**config.mk**
```make
export PLATFORM = sky130hd
export DESIGN_NAME = llsc_resv_monitor
export DESIGN_NICKNAME = d
export VERILOG_FILES = /design/src/rtl/llsc_pkg.sv /design/src/rtl/llsc_blk_match.sv /design/src/rtl/llsc_kill_detect.sv /design/src/rtl/llsc_resv_reg.sv /design/src/rtl/llsc_sc_judge.sv /design/src/rtl/llsc_resv_monitor.sv
export SDC_FILE = /design/constraint.sdc
export NUM_CORES = 1
export LEC_CHECK = 0
export BUFFER_PORTS_ARGS = -buffer_cell sky130_fd_sc_hd__buf_2
export CORE_ASPECT_RATIO = 1.75
export CORE_MARGIN = 5
export CORE_UTILIZATION = 45
export CTS_BUF_LIST = sky130_fd_sc_hd__clkbuf_16
export DETAILED_ROUTE_END_ITERATION = 10
export GPL_TIMING_DRIVEN = 0
export PLACE_DENSITY = 0.84
export SLEW_MARGIN = 20
export SYNTH_ARGS = -nofsm -noshare
export SYNTH_HDL_FRONTEND = slang
export SYNTH_HIERARCHICAL = 1
export SYNTH_SLANG_ARGS = --single-unit
```
**constraint.sdc**
```tcl
create_clock -name clk -period 2.75 [get_ports clk]
set_input_delay 0 -clock clk [delete_from_list [all_inputs] [get_ports clk]]
set_output_delay 0 -clock clk [all_outputs]
set_load 0.01 [all_outputs]
```
**src/rtl/llsc_pkg.sv**
```systemverilog
package llsc_pkg;

   typedef enum logic [1:0] {
      SC_IDLE = 2'b00,
      SC_FAIL = 2'b10,
      SC_PASS = 2'b11
   } sc_verdict_e;

   function automatic bit is_pow2(input int unsigned v);
      return (v != 0) && ((v & (v - 1)) == 0);
   endfunction

   function automatic int unsigned offset_bits(input int unsigned bytes);
      return $clog2(bytes);
   endfunction

endpackage

```
**src/rtl/llsc_blk_match.sv**
```systemverilog
module llsc_blk_match #(
   parameter int unsigned ADDR_W = 32,
   parameter int unsigned OFF_W  = 6
) (
   input  logic              en,
   input  logic [ADDR_W-1:0] addr,
   input  logic [ADDR_W-1:0] ref_blk,
   output logic              hit
);
   localparam logic [ADDR_W-1:0] BLK_MASK = {{(ADDR_W-OFF_W){1'b1}}, {OFF_W{1'b0}}};

   always_comb begin
      hit = en && ((addr & BLK_MASK) == ref_blk);
   end
endmodule

```
**src/rtl/llsc_kill_detect.sv**
```systemverilog
module llsc_kill_detect #(
   parameter int unsigned ADDR_W        = 32,
   parameter int unsigned OFF_W         = 6,
   parameter int unsigned NUM_SNOOP     = 2,
   parameter bit          EVICT_BY_ADDR = 1'b1
) (
   input  logic [NUM_SNOOP-1:0]        inv_valid,
   input  logic [NUM_SNOOP*ADDR_W-1:0] inv_addr,
   input  logic                        evict_valid,
   input  logic [ADDR_W-1:0]           evict_addr,
   input  logic [ADDR_W-1:0]           ref_blk,
   output logic                        kill
);
   logic [NUM_SNOOP-1:0] port_hit;
   logic                 ev_hit;
   logic                 ev_kill;

   for (genvar gi = 0; gi < NUM_SNOOP; gi++) begin : g_port
      llsc_blk_match #(
         .ADDR_W (ADDR_W),
         .OFF_W  (OFF_W)
      ) u_cmp (
         .en      (inv_valid[gi]),
         .addr    (inv_addr[gi*ADDR_W +: ADDR_W]),
         .ref_blk (ref_blk),
         .hit     (port_hit[gi])
      );
   end

   llsc_blk_match #(
      .ADDR_W (ADDR_W),
      .OFF_W  (OFF_W)
   ) u_ev_cmp (
      .en      (evict_valid),
      .addr    (evict_addr),
      .ref_blk (ref_blk),
      .hit     (ev_hit)
   );

   if (EVICT_BY_ADDR) begin : g_ev_addr
      assign ev_kill = ev_hit;
   end else begin : g_ev_any
      assign ev_kill = evict_valid | (ev_hit & 1'b0);
   end

   assign kill = (|port_hit) | ev_kill;
endmodule

```
**src/rtl/llsc_resv_reg.sv**
```systemverilog
module llsc_resv_reg #(
   parameter int unsigned ADDR_W = 32
) (
   input  logic              clk,
   input  logic              rst_n,
   input  logic              ll_valid,
   input  logic [ADDR_W-1:0] ll_blk,
   input  logic              ll_killed,
   input  logic              sc_valid,
   input  logic              lock_killed,
   output logic              flag,
   output logic [ADDR_W-1:0] blk
);
   always_ff @(posedge clk) begin
      if (!rst_n) begin
         flag <= 1'b0;
         blk  <= '0;
      end else if (ll_valid) begin
         flag <= !ll_killed;
         blk  <= ll_blk;
      end else if (sc_valid || lock_killed) begin
         flag <= 1'b0;
      end
   end
endmodule

```
**src/rtl/llsc_sc_judge.sv**
```systemverilog
module llsc_sc_judge #(
   parameter int unsigned ADDR_W = 32,
   parameter int unsigned OFF_W  = 6
) (
   input  logic                     sc_valid,
   input  logic [ADDR_W-1:0]        sc_addr,
   input  logic                     flag,
   input  logic [ADDR_W-1:0]        blk,
   input  logic                     lock_killed,
   output llsc_pkg::sc_verdict_e    verdict
);
   logic same_blk;

   llsc_blk_match #(
      .ADDR_W (ADDR_W),
      .OFF_W  (OFF_W)
   ) u_cmp (
      .en      (sc_valid),
      .addr    (sc_addr),
      .ref_blk (blk),
      .hit     (same_blk)
   );

   always_comb begin
      if (!sc_valid)
         verdict = llsc_pkg::SC_IDLE;
      else if (flag && same_blk && !lock_killed)
         verdict = llsc_pkg::SC_PASS;
      else
         verdict = llsc_pkg::SC_FAIL;
   end
endmodule

```
**src/rtl/llsc_resv_monitor.sv**
```systemverilog
module llsc_resv_monitor #(
   parameter int unsigned ADDR_W        = 32,
   parameter int unsigned BLOCK_BYTES   = 64,
   parameter int unsigned NUM_SNOOP     = 2,
   parameter bit          EVICT_BY_ADDR = 1'b1
) (
   input  logic                        clk,
   input  logic                        rst_n,
   input  logic                        ll_valid,
   input  logic [ADDR_W-1:0]           ll_addr,
   input  logic                        sc_valid,
   input  logic [ADDR_W-1:0]           sc_addr,
   input  logic [NUM_SNOOP-1:0]        inv_valid,
   input  logic [NUM_SNOOP*ADDR_W-1:0] inv_addr,
   input  logic                        evict_valid,
   input  logic [ADDR_W-1:0]           evict_addr,
   output logic                        sc_done,
   output logic                        sc_pass
);
   localparam int unsigned OFF_W = llsc_pkg::offset_bits(BLOCK_BYTES);
   localparam logic [ADDR_W-1:0] BLK_MASK = {{(ADDR_W-OFF_W){1'b1}}, {OFF_W{1'b0}}};

   if (!llsc_pkg::is_pow2(BLOCK_BYTES) || BLOCK_BYTES < 2) begin : g_bad_block
      $error("BLOCK_BYTES must be a power of two of at least 2");
   end
   if (OFF_W >= ADDR_W) begin : g_bad_width
      $error("ADDR_W must exceed the block offset width");
   end
   if (NUM_SNOOP < 1) begin : g_bad_snoop
      $error("NUM_SNOOP must be at least 1");
   end

   logic                  resv_flag;
   logic [ADDR_W-1:0]     resv_blk;
   logic [ADDR_W-1:0]     ll_blk;
   logic                  lock_killed;
   logic                  ll_killed;
   llsc_pkg::sc_verdict_e verdict;

   assign ll_blk = ll_addr & BLK_MASK;

   llsc_kill_detect #(
      .ADDR_W        (ADDR_W),
      .OFF_W         (OFF_W),
      .NUM_SNOOP     (NUM_SNOOP),
      .EVICT_BY_ADDR (EVICT_BY_ADDR)
   ) u_kill_lock (
      .inv_valid   (inv_valid),
      .inv_addr    (inv_addr),
      .evict_valid (evict_valid),
      .evict_addr  (evict_addr),
      .ref_blk     (resv_blk),
      .kill        (lock_killed)
   );

   llsc_kill_detect #(
      .ADDR_W        (ADDR_W),
      .OFF_W         (OFF_W),
      .NUM_SNOOP     (NUM_SNOOP),
      .EVICT_BY_ADDR (EVICT_BY_ADDR)
   ) u_kill_ll (
      .inv_valid   (inv_valid),
      .inv_addr    (inv_addr),
      .evict_valid (evict_valid),
      .evict_addr  (evict_addr),
      .ref_blk     (ll_blk),
      .kill        (ll_killed)
   );

   llsc_resv_reg #(
      .ADDR_W (ADDR_W)
   ) u_resv (
      .clk         (clk),
      .rst_n       (rst_n),
      .ll_valid    (ll_valid),
      .ll_blk      (ll_blk),
      .ll_killed   (ll_killed),
      .sc_valid    (sc_valid),
      .lock_killed (lock_killed),
      .flag        (resv_flag),
      .blk         (resv_blk)
   );

   llsc_sc_judge #(
      .ADDR_W (ADDR_W),
      .OFF_W  (OFF_W)
   ) u_judge (
      .sc_valid    (sc_valid),
      .sc_addr     (sc_addr),
      .flag        (resv_flag),
      .blk         (resv_blk),
      .lock_killed (lock_killed),
      .verdict     (verdict)
   );

   assign sc_done = (verdict != llsc_pkg::SC_IDLE);
   assign sc_pass = (verdict == llsc_pkg::SC_PASS);
endmodule

```
Yosys cells after proc, flatten, opt, wreduce, memory -nomap -nowiden
Cells that the tools add are included.
- ROM bits: 0
- latch bits: 0
- output and inout bits: 2
- register bits: 27
- word-level logic and storage cells: 32
- RAM bits: 0
- memories: 0
- input bits: 167
- div/mod/pow operators: 0
- shifts and indexed selects: 0
- add/subtract/negate cells: 0
- reductions and logical operators: 16
- bitwise operators: 2
- magnitude comparators: 0
- muxes and demuxes: 4
- $mul: 0
- eq/ne operators: 8
- operators with widths (kind ; number):
    == test 26 bit ; 7
    logical AND 1 bit ; 9
    nonzero test 2 bit ; 2
    OR reduction 2 bit ; 2
    2-to-1 mux 1 bit ; 3
    == test 2 bit, second input constant ; 1
    logical NOT 1 bit ; 2
    2-to-1 mux 2 bit ; 1
    bitwise OR 1 bit ; 2
    logical OR 1 bit ; 1

Logic depth before layout (Yosys ltp)
- depth after elaboration: 9
- depth in mapped cells: 7
- mapped depth without buffers: 7

Modules after synthesis
The synthesis kept the hierarchy.
- modules (own cells, without submodules) (module ; area an instance (um^2) ; cells an instance ; instances):
    llsc_blk_match ; 304.0 ; 37 ; 7
    llsc_resv_reg ; 1258.7 ; 107 ; 1
    llsc_resv_monitor ; 17.5 ; 3 ; 1
    llsc_sc_judge ; 17.5 ; 2 ; 1
    llsc_kill_detect ; 6.3 ; 1 ; 2

Worst setup path after synthesis
OpenSTA, ideal clock, no wires.
- path type: reg2out
- start point: reg u_resv.blk[22]
- end point: out sc_done
- arrival: 1731 ps
- slack: 1019 ps
- buffers on the path: 0
- stages on the path, launching flop included: 8
- path through: dfxtp_1 -> xor2_1 -> nor4_1 -> nand4_1 -> nor4_2 -> or3_1 -> and4b_1 -> or2_1
- cells in the longest elaborated chain, start to end: 9
- elaborated cells between the ends (all ways): 16
- classes of those cells: 4 x eq/ne; 2 x mux; 1 x bitwise; 9 x reduce/logical
- ends and longest elaborated chain (what ; RTL line ; RTL):
    start, declared ; llsc_resv_reg.sv:12 ; output logic [ADDR_W-1:0] blk
    start signal, assigned ; llsc_resv_reg.sv:20 ; blk <= ll_blk;
    == test 26 bit ; llsc_blk_match.sv:13 ; hit = en && ((addr & BLK_MASK) == ref_blk);
    logical AND 1 bit ; llsc_blk_match.sv:13 ;
    named net u_kill_lock.port_hit[1] ; llsc_kill_detect.sv:14 ; logic [NUM_SNOOP-1:0] port_hit;
    OR reduction 2 bit ; llsc_kill_detect.sv:46 ; assign kill = (|port_hit) | ev_kill;
    bitwise OR 1 bit ; llsc_kill_detect.sv:46 ;
    named net lock_killed ; llsc_resv_monitor.sv:36 ; logic lock_killed;
    logical NOT 1 bit ; llsc_sc_judge.sv:27 ; else if (flag && same_blk && !lock_killed)
    logical AND 1 bit ; llsc_sc_judge.sv:27 ;
    2-to-1 mux 1 bit ; llsc_sc_judge.sv:27 ;
    2-to-1 mux 2 bit ; llsc_sc_judge.sv:25 ; if (!sc_valid)
    named net verdict[0] ; llsc_resv_monitor.sv:38 ; llsc_pkg::sc_verdict_e verdict;
    nonzero test 2 bit ; llsc_resv_monitor.sv:96 ; assign sc_done = (verdict != llsc_pkg::SC_IDLE);
    end, declared ; llsc_resv_monitor.sv:17 ; output logic sc_done,
The timed path passes the listed nets, and every way through them passes these cells.

Final worst setup path
- start point: reg u_resv.blk[23]
- end point: out sc_done
The elaborated chain is that of the path after synthesis.

==> qor.txt <==
Post-synth top cells - xor2_1, xnor2_1, nor4_1, dfxtp_1, nor2b_1
Fmax - 387 MHz
Mapped Cells - 373
Leakage - 2.02 nW
DRT Pass-1 Iters - 4
Share of cells above drive strength 1 - 0.294
Synth area leader - xor2_1
RSZ-0062 raised after global routing - no
CTS buffer count - 5
P per Cell Area - 384 mW/mm^2
Synth top area share - 0.286
CTS clk-pin slew, worst paths - 0.05 ns
P_sw - 0.000525 W
Clock Path Buffers - 2
Worst endpoint required time - 2.75 ns
Port buffer count - 137
Hold WC Path Type - in -> reg
Final setup violation count - 0
Worst slew margin - 0.568
Gpl congestion - 0.947
CTS sink cnt - 33
Max IR drop VDD - 0.288 mV
Max FO, Critical Path - 5
Post-Syn Area - 0.00343 mm^2
Worst EP arrival - 2.58 ns
Routed via count - 3,357
DRC errors left - 0
Post-Route Setup TNS - 0 ns
Post-synthesis compound-gate area fraction - 0.00219
MaxCap Viol Count - 0
NumNets Final - 707
Gr ovfl total - 0
Post-Synth Adder-Cell Area - 0
FFs w/ async S/R, synth - 0
Antenna violations before repair - 0
Clk Tree Root Cell - clkbuf_16
Critical path class - reg -> out
Synth Area per Inst - 9.21 um^2
Initial Util - 0.457
Seq/Total Area, Yosys - 0.192
Detailed Route Iter0 Violations - 124
Clock period minus worst slack - 2.58 ns
H-tree Lvls - 2
Row cnt - 42
Vias in the first global route - 3,704
Yosys warning count - 6
Slew Limit Fails - 0
Worst skew pair latency - 0.28 ns
Nature of the critical path startpoint - flip-flop
Largest family of logic cells by synthesized area - XOR/XNOR gates
Fillers - 641
Synth cell types - 19
Fin crit share - 0.939
# IOs - 169
Die Wd - 76.0 um
Chip height - 126 um
Vias per cell - 5.34
Outcome - finished clean
Dominant synthesized flop cell - dfxtp_1
GRT Util Overall - 0.229
EDFF count, synth - 0
CTS tree - done
Synth Area in XOR/XNOR - 0.464
Largest cells by area after synthesis - xor2_1, dfxtp_1, xnor2_1, mux2i_1, nor4_1
Multiplexer share of the synthesized area - 0.0933
First-pass GRT wire length - 17.6 mm
Flop pwr share - 0.327
Clock skew - 0.00276 ns
Clk pwr share - 0.365
Antenna-violating nets left - 0
Final wirelength - 11.3 mm
Sw Ratio - 0.305
Fin cells - 629
Combinational power share - 0.308
Layout area overhead - 30.7%
Routed len/inst - 18.0 um
Register bit total from synthesis - 33
DIE AREA - 0.00955 mm^2
CORE AREA - 0.00751 mm^2
Diode count - 0
Detailed Place HPWL - 9.60 mm
Largest net degree at the start of global routing - 12
Most frequent cell after synthesis - xor2_1
Placed Cells - 621
Int Power - 0.00120 W
Pin slew with the least headroom to its limit - 0.642 ns
Crit end category - primary output
Final Hold Viols - 0
Post-Synth Simple-Gate Area - 0.231
-- final timing paths --
| check | slack [ns] | cells after the start | end | start |
|---|---|---|---|---|
| setup / recovery | 0.17 | 8 | sc_done | u_resv/blk[23] |
| hold / removal | 0.01 | 2 | u_resv/blk[29] | rst_n |
| setup reg to reg | 0.64 | 7 | u_resv/flag | u_resv/blk[23] |
| hold reg to reg | 0.57 | 2 | u_resv/blk[0] | u_resv/blk[0] |
-- layout make-up --
type                       instances  area, um^2  share of cell area
buffer                             8        56.3              0.0125
clock inverter                     3        41.3             0.00920
tap                               88         110              0.0245
sequential                        33         661               0.147
multi-input combinational        355        2810               0.626
timing repair buffer             137         686               0.153
clock buffer                       5         125              0.0279
-- state kept, by name, summed over array words and instances (netlist names) --
name / count
u_resv/blk: 32
u_resv/flag: 1
-- power by group through the flow --
stage / sequential, W / combinational (W) / clock, W
after detailed placement: 0.000574 / 0.000520 / 0
after floorplan: 0.000558 / 0.000299 / 0
after CTS: 0.000564 / 0.000523 / 0.000636
final: 0.000564 / 0.000530 / 0.000630
after global placement: 0.000572 / 0.000495 / 0
after global routing: 0.000569 / 0.000574 / 0.000653
-- critical path: stages (launching register included) --
cell	delay, ns
dfxtp_1	0.48
xor2_1	0.13
nor4_2	0.45
nand4_1	0.20
nor4_2	0.31
or3_1	0.19
and4b_1	0.21
or2_1	0.19
buf_2	0.13
-- cell families (layout without fill, tap and decap cells) --
family,count (synthesis),after routing
simple gates,116,116
flops,33,33
other cells,1,24
mux,32,32
xor+xnor,182,182
buf+inv,8,153
compound gates,1,1
-- cells in the final DEF (no fill, tap or decap), types with 2 or more instances in the layout --
| cell | n |
|---|---|
| conb_1 | 24 |
| mux2i_1 | 32 |
| clkbuf_16 | 5 |
| nor3b_1 | 7 |
| xor2_1 | 112 |
| dfxtp_1 | 33 |
| or3_1 | 2 |
| buf_2 | 137 |
| xnor2_1 | 70 |
| nor4_2 | 8 |
| nor4_1 | 34 |
| nand4_1 | 28 |
| clkbuf_1 | 3 |
| nor2b_1 | 33 |
| buf_4 | 3 |
| buf_6 | 2 |
-- layer usage --
layer	routed length [um]	up-vias	global-route usage
met4	645	0	0.151
met1	3780	1566	0.213
met5	0	-	0
li1	-	1617	-
met2	6340	133	0.445
met3	581	41	0.0331
-- per-stage QoR --
| step | area (um^2) | worst slack (ns) | utilization | hold slack [ns] | power [W] |
|---|---|---|---|---|---|
| finish | 4490 | 0.169 | 0.597 | 0.0136 | 0.00172 |
| global route | 4490 | 0.0888 | 0.597 | 0.0345 | 0.00180 |
| CTS | 4480 | 0.0319 | 0.597 | 0.0148 | 0.00172 |
| detailed placement | 4320 | 0.331 | 0.574 | 0.285 | 0.00109 |
| global placement | 4320 | 0.342 | 0.574 | 0.275 | 0.00107 |
| floorplan | 3520 | 1.02 | - | 0.128 | 0.000857 |
-- repair_timing --
action	CTS	global route
buffers inserted	0	0
gates resized for setup	0	1
setup endpoints to repair	0	1
endpoints found under the hold margin	0	0
hold buffers	0	0
No activity file was read; power rests on OpenSTA's default activity.
